**config.mk**
```make
export PLATFORM = sky130hd
export DESIGN_NAME = can_dom_guard
export DESIGN_NICKNAME = d
export VERILOG_FILES = /design/src/rtl/cdg_pkg.sv /design/src/rtl/cdg_sync.sv /design/src/rtl/cdg_edge.sv /design/src/rtl/cdg_timer.sv /design/src/rtl/cdg_outgate.sv /design/src/rtl/can_dom_guard.sv
export SDC_FILE = /design/constraint.sdc
export NUM_CORES = 1
export LEC_CHECK = 0
export BUFFER_PORTS_ARGS = -buffer_cell sky130_fd_sc_hd__buf_4
export CAP_MARGIN = 5
export CORE_MARGIN = 2
export CORE_UTILIZATION = 41
export DETAILED_ROUTE_END_ITERATION = 16
export PLACE_DENSITY = 0.68
export SLEW_MARGIN = 20
export SYNTH_ARGS = -nofsm -noshare
export SYNTH_HDL_FRONTEND = slang
export SYNTH_HIERARCHICAL = 1
export SYNTH_SLANG_ARGS = --single-unit
```
**constraint.sdc**
```tcl
create_clock -name clk -period 1.5 [get_ports clk]
set_input_delay 0.3 -clock clk [delete_from_list [all_inputs] [get_ports clk]]
set_output_delay 0.3 -clock clk [all_outputs]
set_load 0.02 [all_outputs]
```
**src/rtl/cdg_pkg.sv**
```systemverilog
package cdg_pkg;
  typedef enum logic [1:0] {
    TMR_IDLE = 2'd0,
    TMR_RUN  = 2'd1,
    TMR_TRIP = 2'd2
  } tmr_state_e;
endpackage

```
**src/rtl/cdg_sync.sv**
```systemverilog
// Multi-bit flop chain with per-bit asynchronous reset value.
module cdg_sync #(
  parameter int          WIDTH   = 1,
  parameter int          STAGES  = 2,
  parameter logic [WIDTH-1:0] RST_VAL = '0
) (
  input  logic             clk,
  input  logic             rst_n,
  input  logic [WIDTH-1:0] d_in,
  output logic [WIDTH-1:0] q_out
);
  logic [WIDTH-1:0] stage_q [STAGES];
  logic [WIDTH-1:0] stage_d [STAGES];

  for (genvar g = 0; g < STAGES; g++) begin : g_stage
    if (g == 0) begin : g_first
      always_comb stage_d[g] = d_in;
    end else begin : g_rest
      always_comb stage_d[g] = stage_q[g-1];
    end
    always_ff @(posedge clk or negedge rst_n) begin
      if (!rst_n) stage_q[g] <= RST_VAL;
      else        stage_q[g] <= stage_d[g];
    end
  end

  assign q_out = stage_q[STAGES-1];
endmodule

```
**src/rtl/cdg_edge.sv**
```systemverilog
// Edge finder on a synchronized level; idle level is recessive (high).
module cdg_edge (
  input  logic clk,
  input  logic rst_n,
  input  logic lvl_in,
  output logic fall_o,
  output logic rise_o
);
  logic prev_q;
  logic prev_d;

  always_comb prev_d = lvl_in;

  always_ff @(posedge clk or negedge rst_n) begin
    if (!rst_n) prev_q <= 1'b1;
    else        prev_q <= prev_d;
  end

  assign fall_o = prev_q & ~lvl_in;
  assign rise_o = ~prev_q & lvl_in;
endmodule

```
**src/rtl/cdg_timer.sv**
```systemverilog
// Dominant-length timer: starts on fall, saturates at LIMIT, cleared by rise.
module cdg_timer
  import cdg_pkg::*;
#(
  parameter int LIMIT = 500_000,
  parameter int CNT_W = $clog2(LIMIT + 1)
) (
  input  logic clk,
  input  logic rst_n,
  input  logic fall_i,
  input  logic rise_i,
  output logic tripped_o,
  output logic pulse_o,
  output logic flag_o
);
  localparam logic [CNT_W-1:0] LIM_V = CNT_W'(LIMIT);
  localparam logic [CNT_W-1:0] ONE_V = CNT_W'(1);

  tmr_state_e       state_q, state_d;
  logic [CNT_W-1:0] cnt_q, cnt_d;
  logic             cnt_en;
  logic             pulse_q, pulse_d;
  logic             flag_q, flag_d;

  always_comb begin
    state_d = state_q;
    cnt_d   = cnt_q;
    pulse_d = 1'b0;
    flag_d  = flag_q;
    cnt_en  = 1'b0;
    if (rise_i) begin
      state_d = TMR_IDLE;
      cnt_d   = '0;
      flag_d  = 1'b0;
      cnt_en  = 1'b1;
    end else if (fall_i || state_q == TMR_RUN) begin
      cnt_en = 1'b1;
      cnt_d  = fall_i ? ONE_V : cnt_q + ONE_V;
      if (cnt_d == LIM_V) begin
        state_d = TMR_TRIP;
        pulse_d = 1'b1;
        flag_d  = 1'b1;
      end else begin
        state_d = TMR_RUN;
      end
    end
  end

  always_ff @(posedge clk or negedge rst_n) begin
    if (!rst_n) begin
      state_q <= TMR_IDLE;
      cnt_q   <= '0;
      pulse_q <= 1'b0;
      flag_q  <= 1'b0;
    end else begin
      state_q <= state_d;
      if (cnt_en) cnt_q <= cnt_d;
      pulse_q <= pulse_d;
      flag_q  <= flag_d;
    end
  end

  assign tripped_o = (state_q == TMR_TRIP);
  assign pulse_o   = pulse_q;
  assign flag_o    = flag_q;
endmodule

```
**src/rtl/cdg_outgate.sv**
```systemverilog
// Driver enable and recessive forcing.
module cdg_outgate (
  input  logic txd_s,
  input  logic stby_s,
  input  logic tripped,
  output logic drv_en,
  output logic txd_gated
);
  always_comb begin
    drv_en    = ~stby_s & ~tripped;
    txd_gated = drv_en ? txd_s : 1'b1;
  end
endmodule

```
**src/rtl/can_dom_guard.sv**
```systemverilog
module can_dom_guard #(
  parameter int TIMEOUT_CYC = 500_000,
  parameter int SYNC_STAGES = 2
) (
  input  logic clk,
  input  logic rst_n,
  input  logic txd_in,
  input  logic stby_in,
  output logic drv_en,
  output logic txd_gated,
  output logic tmo_pulse,
  output logic tmo_flag
);
  localparam int CNT_W = $clog2(TIMEOUT_CYC + 1);

  logic       rst_sync_n;
  logic [1:0] raw_in, syn_out;
  logic       fall_w, rise_w, tripped_w;

  // Reset: asserted at once, released after two edges.
  cdg_sync #(.WIDTH(1), .STAGES(2), .RST_VAL(1'b0)) u_rst (
    .clk(clk), .rst_n(rst_n), .d_in(1'b1), .q_out(rst_sync_n)
  );

  // Bit 1 = standby select, bit 0 = transmit; both idle high.
  assign raw_in = {stby_in, txd_in};
  cdg_sync #(.WIDTH(2), .STAGES(SYNC_STAGES), .RST_VAL(2'b11)) u_sync (
    .clk(clk), .rst_n(rst_sync_n), .d_in(raw_in), .q_out(syn_out)
  );

  cdg_edge u_edge (
    .clk(clk), .rst_n(rst_sync_n), .lvl_in(syn_out[0]),
    .fall_o(fall_w), .rise_o(rise_w)
  );

  cdg_timer #(.LIMIT(TIMEOUT_CYC), .CNT_W(CNT_W)) u_timer (
    .clk(clk), .rst_n(rst_sync_n), .fall_i(fall_w), .rise_i(rise_w),
    .tripped_o(tripped_w), .pulse_o(tmo_pulse), .flag_o(tmo_flag)
  );

  cdg_outgate u_gate (
    .txd_s(syn_out[0]), .stby_s(syn_out[1]), .tripped(tripped_w),
    .drv_en(drv_en), .txd_gated(txd_gated)
  );
endmodule

```
Word-level counts from Yosys, hierarchy flattened
Index checks and enable logic that the tools add are counted.

Bits in read-only memories: 0. Output and inout bits: 4. Input port bits: 4. Memories: 0. Register bits: 30. Bits in writable memories: 0. Bits in latches: 0. Logic and storage cells: 40.

Shift operators: 0. Eq/ne operators: 3. $mul: 0. Reductions and logical operators: 5. Bitwise logic cells: 7. Div/mod/pow operators: 0. Magnitude comparators: 0. Mux-type cells: 15. Add/sub/neg operators: 1.

Operators with widths (count): 19-bit 2-to-1 mux (3); 19-bit by 1-bit adder with 19-bit output, second input constant (1); 19-bit == test, second input constant (1); 1-bit 2-to-1 mux (9); 2-bit 2-to-1 mux (3); 1-bit inverter (4); 2-bit AND reduction (2); 2-bit nonzero test (2); 1-bit bitwise AND (3); 2-bit by 1-bit == test with 1-bit output, second input constant (1); 2-bit == test, second input constant (1); 1-bit logical OR (1).

Depth between registers and ports, before layout
Gate-level depths: netlist of the first run.

Depth after elaboration: 7. Depth in mapped cells: 8. Mapped depth without buffers: 7.

Cells and area by module
The synthesis of the first run kept the hierarchy.

Modules (own cells, without submodules): cdg_timer (sequential area each 575.6 um^2, times used 1, area each 1495.2 um^2, cells each 169); cdg_sync at u_sync (sequential area each 105.1 um^2, times used 1, area each 105.1 um^2, cells each 4); cdg_sync at u_rst (sequential area each 50.0 um^2, times used 1, area each 50.0 um^2, cells each 2); cdg_edge (sequential area each 26.3 um^2, times used 1, area each 41.3 um^2, cells each 3); cdg_outgate (sequential area each 0.0 um^2, times used 1, area each 10.0 um^2, cells each 2); can_dom_guard (sequential area each 0.0 um^2, times used 1, area each 3.8 um^2, cells each 1).

Worst setup path before layout of the first run
OpenSTA, ideal clock, no wires.

Path type: register -> register. Start point: reg u_timer.cnt_q[0]. End point: reg u_timer.flag_q, in the netlist u_timer/flag_o. Period minus slack after synthesis: 2.070 ns. Data arrival time: 1.988 ns. Data required time: 1.418 ns. Path buffers: 1. Setup time: 0.082 ns. Setup slack: -0.570 ns. Cell stages (with the launch flop): 9. Cells stage by stage: dfrtp_1 -> ha_1 -> and4_1 -> buf_2 -> nand4_1 -> xor2_1 -> o21bai_1 -> or4_4 -> o22ai_1.

Longest elaborated chain between the ends: 5.

Ends and longest elaborated chain: start: declaration (RTL line cdg_timer.sv:20) `logic [CNT_W-1:0] cnt_q, cnt_d;`; start signal: assignment (RTL line cdg_timer.sv:57) `if (cnt_en) cnt_q <= cnt_d;`; 19-bit by 1-bit adder with 19-bit output (RTL line cdg_timer.sv:38) `cnt_d = fall_i ? ONE_V : cnt_q + ONE_V;`; 19-bit 2-to-1 mux (RTL line cdg_timer.sv:38); 19-bit == test (RTL line cdg_timer.sv:39) `if (cnt_d == LIM_V) begin`; 2-bit nonzero test (no source line); 2-bit AND reduction (no source line); end signal: assignment (RTL line cdg_timer.sv:59) `flag_q <= flag_d;`; end: declaration (RTL line cdg_timer.sv:23) `logic flag_q, flag_d;`.

No other way between the ends. A chain may end at the register's enable or synchronous reset.

Worst setup path in the final report of the first run
Start point: reg u_timer.cnt_q[0]. End point: reg u_timer.state_q[0].

Longest elaborated chain between the ends: 6.

Ends and longest elaborated chain: 19-bit by 1-bit adder with 19-bit output (RTL line cdg_timer.sv:38); 19-bit 2-to-1 mux (RTL line cdg_timer.sv:38); 19-bit == test (RTL line cdg_timer.sv:39); 2-bit 2-to-1 mux (RTL line cdg_timer.sv:39); 2-bit 2-to-1 mux (RTL line cdg_timer.sv:36) `end else if (fall_i || state_q == TMR_RUN) begin`; 2-bit 2-to-1 mux (RTL line cdg_timer.sv:31) `if (rise_i) begin`; end signal: assignment (RTL line cdg_timer.sv:56) `state_q <= state_d;`; end: declaration (RTL line cdg_timer.sv:19) `tmr_state_e state_q, state_d;`.

No other way between the ends. The select of a mux whose other input is x is not followed.

==> flow_summary.yaml, run 1 <==
run_status:
  status: "finished with violations"
  violations: "setup timing"
routing:
  vias: 1527
  post-route-drc-count: 0
  antenna_left: 0
  drt_first_pass_iters: 4
  wl_mm: 4.34
  wl_per_cell_um: 14.6
  drtIter0Drc: 112
  viasPerCell: 5.12
timing:
  setup_viol: 13
  period_share: 1.32
  finalMaxSlewViolations: 0
  skew_ns: 0.00503
  clock.fmax_mhz: 507
  fin_crit_ns: 1.97
  setup_tns_ns: -2.93
  hold_viol_final: 0
  rsz0062_at_grt: "true"
  setup_slack_ns: -0.473
synthesis:
  netlist_instances: 181
  synth_cell_types: 45
  synthArstFlopShare: 1.00
  ys.flop_type: "dfrtp_1"
  ys_seq_area_frac: 0.444
  synth-edff-count: 0
  synth_nets: 186
  synth-seq-cells: 30
  syn_area_per_cell_um2: 9.42
  syn_area_um2: 1710
  yosysWarnings: 6
finish:
  final_layout_size_suffix_gt1_frac: 0.476
  area_delta_synth_final_pct: 50.3
  stdcell_count: 298
  nets: 252
  diodes: 0
  fillCellCount: 312
  fin_area_um2: 2560
floorplanning:
  placementRows: 23
  start_util: 0.426
  die_w_um: 68.5
  fp.dieH_um: 68.5
  fp.coreArea_um2: 4000
  io_pins: 8
  dieArea_um2: 4690
power_and_ir_drop:
  ir_worst_vdd_uv: 606
  power_density_nw_per_um2: 703
  p_total_uw: 1800
  power.leakage_uw: 0.00116
critical_path:
  cp-end-kind: "register"
  crit_path_start_kind: "register"
  critPathRequiredTime_ns: 1.68
  critPathArrivalTime_ns: 2.15
  reg2regPathDepth: 7
  critical_path_class: "register to register"
  r2r_slack_ns: -0.47
  cp_max_fo: 4
global_routing:
  antenna_found_initial: 0
  top_usage_layer: "met2"
  grt_use_total: 0.198
  use_met1: 0.253
  use_met3: 0.0519
  grt_first_pass_wirelength_mm: 6.88
  grt_max_degree: 29
  met2_usage: 0.326
  grt_pass1_vias: 1464
  grt_overflow: 0
placed_design:
  gp_congestion: 0.897
  portBuffers: 7
  dpl_cell_area_um2: 2220
  dp_cells: 283
  dp_hpwl_mm: 3.04
clocking:
  htree_levels: 2
  clkSinkCount: 30
  numCtsBuffers: 5
  cts_tree: "built"
  clk-insertion-delay-late_ns: 0.28
  cts.path.max_buffers: 2
  cts-root-buf: "clkbuf_8"
  cts.reportedPaths.clkPinSlew_ns: 0.07
worst_hold_path:
  min_path_cells: 1
  hp-class: "primary input to register"
job:
  max_cap_violations: 0
## worst max-delay path: stages, from the launching register on
cell and delay, ns:
dfrtp_1 0.35, ha_2 0.22, and3_4 0.22, nand4_1 0.15
or3_4 0.38, a211oi_4 0.24, nand4_1 0.12, o21a_1 0.19
## cell usage after synthesis, types with 2 or more instances
master    number  share of area
and4_1         3          0.015
xnor2_1        9          0.046
nand4_1        5          0.018
a21oi_1        3         0.0088
nor4_1         6          0.022
nand2b_1       3          0.011
inv_1          4         0.0088
dfstp_2        5          0.077
clkbuf_1       4         0.0088
nand3_1        8          0.023
nand2_1       15          0.033
and2_1         2         0.0073
dfrtp_1       25           0.37
nor2_1        28          0.062
nor2b_1        3          0.011
o22ai_1        2         0.0073
xor2_1        16          0.082
buf_2          4          0.012
nor3_1         4          0.012
and3_1         3          0.011
or3_1          5          0.018
## per-stage QoR
stage	setup slack [ns]	utilization	hold WS (ns)
2_1_floorplan	-0.529	-	0.00441
3_3_place_gp	-0.460	0.554	0.0832
3_5_place_dp	-0.489	0.554	0.0845
4_1_cts	-0.424	0.615	0.112
5_1_grt	-0.572	0.641	0.105
6_report	-0.473	0.641	0.118
## cell usage in the layout, fill, tap and decap left out, drive strengths merged, types with 2 or more instances in the layout
cell type  netlist  routed
and2             2       2
nor4             7       7
and4             3       3
nand2b           3       3
xor2            16      16
nor2b            3       3
inv              4       4
and3             3       3
nand3            9       9
dfstp            5       5
buf              5      67
or3              5       5
nand2           15      15
nor3             4       4
dfrtp           25      25
o21ai            2       2
nand4            7       7
xnor2            9       9
a211oi           2       2
clkbuf           4       6
o22ai            2       2
nor2            28      28
a21oi            3       3
## report_power, final
part | switching, uW | leakage, uW | internal, uW
Combinational | 142 | 0.000719 | 122
Clock | 308 | 0.0000472 | 368
Sequential | 19.7 | 0.000389 | 843
## registers in the layout, summed over array words and instances, names as in the netlist
signal / cells
u_rst/q_out: 1
u_sync/stage_d: 2
u_timer/pulse_o: 1
u_rst/stage_d: 1
u_sync/q_out: 2
u_timer/flag_o: 1
u_timer/state_q: 2
u_edge/prev_q: 1
u_timer/cnt_q: 19
## area by class of cell
class | count | area (um2) | share of cell area
multi-input combinational | 138 | 1060 | 0.413
sequential | 30 | 759 | 0.296
clock inverter | 2 | 12.5 | 0.00488
timing repair buffer | 68 | 572 | 0.223
clock buffer | 6 | 82.6 | 0.0322
tap | 50 | 62.6 | 0.0244
inverter | 4 | 15.0 | 0.00586
## cells by family after synthesis
kind of cell,count (synthesis),synth area share
xor+xnor,25,0.128
simple gates,94,0.312
buf+inv,13,0.0337
flops,30,0.444
fa+ha+maj,2,0.0132
compound gates,16,0.0668
other cells,1,0.00220
## routing by layer
metal / wire (um) / vias to the layer above
met3: 134 / 10
met5: 0 / -
met1: 1890 / 726
li1: - / 761
met4: 72 / 0
met2: 2240 / 30
## worst paths after layout
| path | from | to |
|---|---|---|
| max in group asynchronous | u_rst/q_out$_DFF_PN0_ | u_edge/prev_q$_DFF_PN1_ |
| setup reg to reg | u_timer/cnt_q[0]$_DFFE_PN0P_ | u_timer/state_q[0]$_DFFE_PN0P_ |
| hold / removal | stby_in | u_sync/stage_d[1]$_DFF_PN1_ |
| hold reg to reg | u_rst/q_out$_DFF_PN0_ | u_timer/cnt_q[3]$_DFFE_PN0P_ |
| min in group asynchronous | u_rst/q_out$_DFF_PN0_ | u_timer/cnt_q[3]$_DFFE_PN0P_ |
| setup / recovery | u_timer/cnt_q[0]$_DFFE_PN0P_ | u_timer/state_q[0]$_DFFE_PN0P_ |
## timing repair
item	4_1_cts	5_1_grt
resized for setup	25	21
setup endpoints to repair	23	25
buffers inserted	10	3
pin swaps	23	17
gates cloned	0	0
hold buffers	1	0
endpoints found under the hold margin	2	0
Power figures use the tool's default switching activity.
==> inputs of run 2 (changes only) <==
--- a/config.mk
+++ b/config.mk
@@ -10,7 +10,7 @@
 export CORE_MARGIN = 2
 export CORE_UTILIZATION = 41
 export DETAILED_ROUTE_END_ITERATION = 16
-export PLACE_DENSITY = 0.68
+export PLACE_DENSITY = 0.7
 export SLEW_MARGIN = 20
 export SYNTH_ARGS = -nofsm -noshare
 export SYNTH_HDL_FRONTEND = slang
==> constraint.sdc (replaced) <==
create_clock -name clk -period 1.65 [get_ports clk]
set_input_delay 0.33 -clock clk [delete_from_list [all_inputs] [get_ports clk]]
set_output_delay 0.33 -clock clk [all_outputs]
set_load 0.02 [all_outputs]
==> flow_summary.yaml, run 2 (synthesis gave the netlist of run 1 again) <==
run_status:
  status: "finished with violations"
  violations: "setup timing"
clocking:
  numCtsBuffers: 5
  cts-root-buf: "clkbuf_8"
  cts.path.max_buffers: 2
  cts_tree: "built"
  clkSinkCount: 30
  clk-insertion-delay-late_ns: 0.29
  cts.reportedPaths.clkPinSlew_ns: 0.06
  htree_levels: 2
timing:
  clock.fmax_mhz: 493
  setup_viol: 11
  period_share: 1.23
  whs_ns: 0.140
  finalMaxSlewViolations: 0
  rsz0062_at_grt: "true"
  setup_slack_ns: -0.379
  skew_ns: 0.00729
  hold_viol_final: 0
  fin_crit_ns: 2.03
critical_path:
  crit_path_start: "u_timer/cnt_q[7]$_DFFE_PN0P_"
  critPathSlowestCell: "dfrtp_1"
  r2r_end: "u_timer/pulse_o$_DFF_PN0_"
  cp_cell_sequence: "and4_2 > nand3_4 > buf_4 > nor3_1 > xor2_1 > nand4b_1 > nor3_2"
  critPathMaxStageDelay_ns: 0.41
  cp_max_fo: 5
  crit_path_start_kind: "register"
  cp-end-kind: "register"
  reg2regPathDepth: 7
  critPathArrivalTime_ns: 2.24
  critPathRequiredTime_ns: 1.86
  r2r_slack_ns: -0.38
  reg2reg_from: "u_timer/cnt_q[7]$_DFFE_PN0P_"
  critical_path_class: "register to register"
routing:
  post-route-drc-count: 0
  antenna_left: 0
  wl_per_cell_um: 15.2
  viasPerCell: 5.23
  drtIter0Drc: 139
  drt_first_pass_iters: 4
  wl_mm: 4.40
  vias: 1517
worst_hold_path:
  min_path_cells: 1
  hp-class: "primary input to register"
  min_to: "u_sync/stage_d[1]$_DFF_PN1_"
  hp-start: "stby_in"
floorplanning:
  start_util: 0.426
  placementRows: 23
  die_w_um: 68.5
  fp.coreArea_um2: 4000
  dieArea_um2: 4690
  io_pins: 8
  fp.dieH_um: 68.5
global_routing:
  grt_max_degree: 29
  grt_overflow: 0
  antenna_found_initial: 0
  grt_pass1_vias: 1494
  grt_use_total: 0.209
  grt_first_pass_wirelength_mm: 7.01
finish:
  area_delta_synth_final_pct: 45.9
  fin_area_um2: 2490
  stdcell_count: 290
  nets: 244
  layout_common_cells: "buf_4 (56), nor2_1 (27), dfrtp_1 (24), nand2_1 (15), xor2_1 (14)"
  diodes: 0
  final_common_cell: "buf_4"
  final_layout_size_suffix_gt1_frac: 0.429
  regMostFlops: "u_timer/cnt_q"
  largest_reg_flops: 19
placed_design:
  dp_hpwl_mm: 3.04
  pre_cts_slack_ns: -0.422
  gp_congestion: 0.884
  dpl_cell_area_um2: 2150
  dp_cells: 277
  portBuffers: 7
job:
  max_cap_violations: 0
power_and_ir_drop:
  power_density_nw_per_um2: 786
  ir_worst_vdd_uv: 808
  power.leakage_uw: 0.00112
  p_total_uw: 1960
-- run 2: per-stage QoR --
| step | setup TNS (ns) | util |
|---|---|---|
| floorplan | -1.51 | - |
| global placement | -2.23 | 0.538 |
| detailed placement | -2.56 | 0.538 |
| CTS | -1.75 | 0.607 |
| global route | -2.74 | 0.622 |
| finish | -1.88 | 0.622 |
-- run 2: power by group --
group | leakage [uW] | internal, uW | total [uW] | switching (uW)
sequential | 0.000391 | 766 | 787 | 20.6
combinational | 0.000662 | 113 | 243 | 130
clock | 0.0000714 | 644 | 926 | 282
total | 0.00112 | 1520 | 1960 | 433
-- run 2: area by class of cell --
| cell class | count | area, um2 |
|---|---|---|
| fillers | 320 | 1510 |
| flip-flops and latches | 30 | 758 |
| clock inverters | 2 | 60.1 |
| inverters | 4 | 15.0 |
| multi-input cells | 138 | 1040 |
| well taps | 50 | 62.6 |
| clock buffers | 6 | 82.6 |
| repair buffers | 60 | 473 |
-- run 2: worst max-delay path: cells and delay by family (launching register included) --
kind	cells	cell delay, ns
flip-flops	1	0.41
buffers and inverters	1	0.15
XOR/XNOR	1	0.30
AND/OR/NAND/NOR	5	1.08
-- run 2: worst max path at each step --
stage / end
after floorplan: u_timer/flag_o$_DFFE_PN0P_
after global placement: u_timer/state_q[1]$_DFFE_PN0P_
after detailed placement: u_timer/state_q[1]$_DFFE_PN0P_
after CTS: u_timer/state_q[0]$_DFFE_PN0P_
after global routing: u_timer/pulse_o$_DFF_PN0_
final: u_timer/pulse_o$_DFF_PN0_
-- run 2: layer usage --
layer,share of wire,up-vias,track usage
met3,0.043,8,0.0487
met5,0,-,0
li1,-,732,-
met1,0.44,745,0.256
met2,0.50,32,0.344
met4,0.013,0,0.108
-- run 2: what timing repair did --
action | in CTS | in global routing
resized for setup | 22 | 10
pin swaps | 5 | 16
hold buffers | 1 | 0
setup endpoints to repair | 15 | 15
hold endpoints to repair | 2 | 0
buffers inserted | 4 | 2
